<file path="src/rtl/cascade_timer_pkg.sv">
package cascade_timer_pkg;
  typedef enum logic [1:0] {
    MODE_FREE  = 2'b00,
    MODE_GATED = 2'b01,
    MODE_EXT   = 2'b10,
    MODE_HOLD  = 2'b11
  } core_mode_e;

  typedef enum logic [1:0] {
    LINK_OFF  = 2'b00,
    LINK_RISE = 2'b01,
    LINK_FALL = 2'b10,
    LINK_BOTH = 2'b11
  } link_sel_e;
endpackage

</file>
<file path="src/rtl/core_step_sel.sv">
module core_step_sel
  import cascade_timer_pkg::*;
(
  input  logic       clk,
  input  logic       rst,
  input  core_mode_e mode,
  input  logic       tick,
  input  logic       gate,
  input  logic       ext_in,
  output logic       step
);
  logic ext_q;

  always_ff @(posedge clk) begin
    if (rst) ext_q <= 1'b0;
    else     ext_q <= ext_in;
  end

  always_comb begin
    unique case (mode)
      MODE_FREE:  step = tick;
      MODE_GATED: step = tick & gate;
      MODE_EXT:   step = ext_in & ~ext_q;
      default:    step = 1'b0;
    endcase
  end
endmodule

</file>
<file path="src/rtl/wrap_counter.sv">
module wrap_counter #(
  parameter int WIDTH = 16
) (
  input  logic             clk,
  input  logic             rst,
  input  logic             step,
  input  logic             down,
  output logic [WIDTH-1:0] count,
  output logic             carry,
  output logic             wrap
);
  localparam logic [WIDTH-1:0] ALL_ONES = '1;
  localparam logic [WIDTH-1:0] ONE      = WIDTH'(1);

  // carry is the combinational wrap condition for this edge
  assign carry = step & (down ? (count == '0) : (count == ALL_ONES));

  always_ff @(posedge clk) begin
    if (rst) begin
      count <= '0;
      wrap  <= 1'b0;
    end else begin
      wrap <= carry;
      if (step) count <= down ? count - ONE : count + ONE;
    end
  end
endmodule

</file>
<file path="src/rtl/toggle_link.sv">
module toggle_link
  import cascade_timer_pkg::*;
(
  input  logic      clk,
  input  logic      rst,
  input  logic      flip,
  input  link_sel_e sel,
  output logic      toggle,
  output logic      aux_step
);
  logic toggle_q;
  logic rose;
  logic fell;

  always_ff @(posedge clk) begin
    if (rst) begin
      toggle   <= 1'b0;
      toggle_q <= 1'b0;
    end else begin
      toggle   <= toggle ^ flip;
      toggle_q <= toggle;
    end
  end

  assign rose = toggle & ~toggle_q;
  assign fell = ~toggle & toggle_q;

  always_comb begin
    unique case (sel)
      LINK_RISE: aux_step = rose;
      LINK_FALL: aux_step = fell;
      LINK_BOTH: aux_step = rose | fell;
      default:   aux_step = 1'b0;
    endcase
  end
endmodule

</file>
<file path="src/rtl/cascade_timer.sv">
module cascade_timer
  import cascade_timer_pkg::*;
#(
  parameter int WIDTH = 16
) (
  input  logic             clk,
  input  logic             rst,
  input  logic [1:0]       core_mode,
  input  logic             tick,
  input  logic             gate,
  input  logic             ext_in,
  input  logic             core_dn,
  input  logic             aux_dn,
  input  logic [1:0]       link_sel,
  output logic [WIDTH-1:0] core_count,
  output logic [WIDTH-1:0] aux_count,
  output logic             toggle_bit,
  output logic             core_wrap,
  output logic             aux_wrap
);
  logic core_step;
  logic core_carry;
  logic aux_step;
  logic aux_carry;

  core_step_sel u_sel (
    .clk   (clk),
    .rst   (rst),
    .mode  (core_mode_e'(core_mode)),
    .tick  (tick),
    .gate  (gate),
    .ext_in(ext_in),
    .step  (core_step)
  );

  wrap_counter #(.WIDTH(WIDTH)) u_core (
    .clk  (clk),
    .rst  (rst),
    .step (core_step),
    .down (core_dn),
    .count(core_count),
    .carry(core_carry),
    .wrap (core_wrap)
  );

  toggle_link u_link (
    .clk     (clk),
    .rst     (rst),
    .flip    (core_carry),
    .sel     (link_sel_e'(link_sel)),
    .toggle  (toggle_bit),
    .aux_step(aux_step)
  );

  wrap_counter #(.WIDTH(WIDTH)) u_aux (
    .clk  (clk),
    .rst  (rst),
    .step (aux_step),
    .down (aux_dn),
    .count(aux_count),
    .carry(aux_carry),
    .wrap (aux_wrap)
  );
endmodule

</file>
<file path="config.mk">
export PLATFORM = sky130hd
export DESIGN_NAME = cascade_timer
export DESIGN_NICKNAME = d
export VERILOG_FILES = /design/src/rtl/cascade_timer_pkg.sv /design/src/rtl/core_step_sel.sv /design/src/rtl/wrap_counter.sv /design/src/rtl/toggle_link.sv /design/src/rtl/cascade_timer.sv
export SDC_FILE = /design/constraint.sdc
export NUM_CORES = 1
export LEC_CHECK = 0
export ABC_AREA = 1
export CAP_MARGIN = 20
export CORE_AREA = 2 2 84 86
export CTS_CLUSTER_DIAMETER = 80
export DETAILED_ROUTE_END_ITERATION = 10
export DIE_AREA = 0 0 86 88
export GPL_TIMING_DRIVEN = 0
export PLACE_DENSITY = 0.78
export REMOVE_ABC_BUFFERS = 1
export SYNTH_ARGS = -nofsm -noshare
export SYNTH_HDL_FRONTEND = slang
export SYNTH_HIERARCHICAL = 1
export SYNTH_SLANG_ARGS = --single-unit
</file>
<file path="constraint.sdc">
create_clock -name clk -period 2.23 [get_ports clk]
set_input_delay 0.3345 -clock clk [delete_from_list [all_inputs] [get_ports clk]]
set_output_delay 0.3345 -clock clk [all_outputs]
set_load 0.1 [all_outputs]
</file>
==> summary.md <==
| Metric | Value |
|---|---|
| Die height | `88 µm` |
| Core Area | `6644 µm²` |
| Top Ports | `46` |
| WL final | `8778 µm` |
| CTS Buffer Depth | `2` |
| Vias post-DR | `3696` |
| Nature of the critical path endpoint | `output port` |
| RSZ-0062 raised after global routing | `false` |
| Kind of critical path | `reg2out` |
| Nets | `699` |
| Int Pwr | `1.316 mW` |
| Launch point of the worst reg-to-reg path | `u_link/toggle` |
| Slew HR | `34.47%` |
| Hold Path Class | `reg2reg` |
| PortBufs | `45` |
| Clk sinks | `37` |
| Setup ws final | `35.22 ps` |
| Crit path max fanout | `4` |
| Hold Path Stages | `2` |
| 1st-pass router iterations | `4` |
| Layout cells sized above 1 | `6.849%` |
| Fmax | `0.4556 GHz` |
| Met1 GRT Util | `26.92%` |
| Starting density of the core | `53.63%` |
| Hold Fails Final Rpt | `0` |
| Reg-to-Reg End | `u_aux/count[3]` |
| Clk_lat worst skew | `300 ps` |
| Largest net degree at the start of global routing | `24` |
| Routability-driven placement congestion ratio | `0.9560` |
| Root Driver | `clkbuf_8` |
| CP Data Required Time | `1900 ps` |
| Worst Setup SP | `u_aux/count[6]` |
| Slowest CP cell | `clkdlybuf4s50_1` |
| Switching Share | `40.89%` |
| # DRC | `0` |
| Die area | `7568 µm²` |
| Power per cell area | `528.8 nW/µm²` |
| Setup violations, final | `0` |
| CTS Hold Bufs | `0` |
| R2r worst-path depth | `8` |
| Final period utilization | `98.42%` |
| ANT nets after route | `0` |
| NetSw | `0.9100 mW` |
| Diode count | `0` |
| Global-route wire length before repair | `14870 µm` |
| Worst stage delay on the critical path | `1160 ps` |
| Max-cap violations | `0` |
| Vias/cell | `5.015` |
| CP bufs+invs | `1` |
| Post-detail-place hpwl | `6785 µm` |
| Setup slack, reg-to-reg | `280 ps` |
| Worst vdd ir | `0.3261 mV` |
| Hold EP | `u_link/toggle_q` |
| Synth Instances | `613` |
| Clk_skew | `9.191 ps` |
| Met3 Usage GRT | `3.299%` |
| CTS tree | `yes` |
| Mapped cell area | `3563 µm²` |
| Met2 usage | `47.92%` |
| Sequential power share | `32.9%` |
| Leak | `2.507 nW` |
| CTS buffer count | `5` |
| Synthesized area per cell | `5.813 µm²` |
| Global Route Usage Sum | `24.43%` |
| Hold Startpoint | `u_link/toggle` |
| Initial antenna violation count | `0` |
| Final Util | `63.35%` |
| Hold_ws | `515.2 ps` |
| FP Rows | `30` |
| Vias in the first global route | `3499` |
| Crit path arrival time | `1860 ps` |
| Grt ovf | `0` |
| Gr busiest metal | `met2` |
| Max-slew violation count | `0` |
| Setup bufs post-CTS | `0` |
| Clock power share | `28.3%` |
| Placed insts | `729` |
| Combinational share of power | `38.8%` |
| Kind of cell adding the most delay to the critical path | `buffers and inverters` |
| Pre-CTS setup slack | `-527.2 ps` |
| Yosys Warn Count | `6` |
| Tmin final | `2195 ps` |
| Worst-margin pin slew | `979.9 ps` |
| Startpoint Class | `flop` |
| Total negative slack | `0 ps` |
| Chip width | `86 µm` |
| Outcome | `complete, no violations` |
| CP Cell Sequence | `clkdlybuf4s50_1` |
| Layout Area Growth over Synthesis | `18.12%` |
| DR WL/cell | `11.91 µm` |
| Finished Layout Cells | `737` |
| Clock-pin slew on the worst setup and hold paths | `80 ps` |
| H-tree depth | `2` |
| Initial drt markers | `187` |
| Crit path depth | `1` |
## power by group through the flow
stage / sequential, mW / combinational, mW / clock (mW)
2_1_floorplan: 0.976 / 0.424 / 0
3_3_place_gp: 0.747 / 0.841 / 0
3_5_place_dp: 0.748 / 0.862 / 0
4_1_cts: 0.733 / 0.861 / 0.652
5_1_grt: 0.738 / 0.945 / 0.670
6_report: 0.731 / 0.863 / 0.631
## through the flow
step,total power [mW],instance area (µm²)
floorplan,1.400,3502
global placement,1.588,4053
detailed placement,1.610,4080
CTS,2.246,4197
global route,2.353,4209
finish,2.226,4209
## cell type report
type,count,area (µm²)
clock buffer,6,82.58
clock inverter,2,37.54
fill,663,2435
inverter,147,560.5
multi-input combinational,419,2207
sequential,37,740.7
tap,80,100.1
timing repair buffer,46,480.5
## placed cells by master (no fill, tap or decap), types with 3 or more instances in the layout
| cell | count |
|---|---|
| nor3_1 | 10 |
| nand3b_1 | 4 |
| dfxtp_1 | 37 |
| dlygate4sd2_1 | 6 |
| or2_1 | 3 |
| nor2_1 | 36 |
| o21ai_0 | 3 |
| o21ai_1 | 3 |
| nand3_1 | 48 |
| inv_2 | 7 |
| clkbuf_8 | 6 |
| nand4_1 | 12 |
| inv_1 | 138 |
| nand2_1 | 188 |
| ha_1 | 30 |
| nor3_2 | 4 |
| xor2_1 | 4 |
| a21oi_1 | 43 |
| clkdlybuf4s50_1 | 29 |
| xnor2_1 | 6 |
| dlymetal6s2s_1 | 8 |
| nand2_2 | 15 |
## what timing repair did
action,4_1_cts,5_1_grt
resized for setup,10,12
gates cloned,0,0
endpoints found under the setup margin,34,23
## registers in the layout, summed over array words and instances (netlist names)
name             flops
u_link/toggle        1
u_aux/wrap           1
u_aux/count         16
u_core/wrap          1
u_link/toggle_q      1
u_sel/ext_q          1
u_core/count        16
## layer usage
metal  wire length (µm)  vias to the layer above  share of wire [%]
li1                   -                     1957                  -
met1               3737                     1666                 43
met2               4614                       63                 53
met3                280                       10                3.2
met4                146                        0                1.7
met5                  0                        -                  0
## worst register-to-register path, delay by kind of cell (launching register included)
family | cells | cell delay [ps]
simple gates | 2 | 380
fa+ha+maj | 1 | 290
buf+inv | 4 | 530
flops | 1 | 390
compound gates | 1 | 260
## how the worst max path moves through the flow
stage / to / slack (ps)
after floorplan: u_aux/count[2] / -450
after global placement: u_core/count[14] / -490
after detailed placement: u_core/count[14] / -530
after CTS: core_count[2] / 3
after global routing: aux_count[6] / 2
final: aux_count[6] / 40
(Power assumes the default switching activity.)
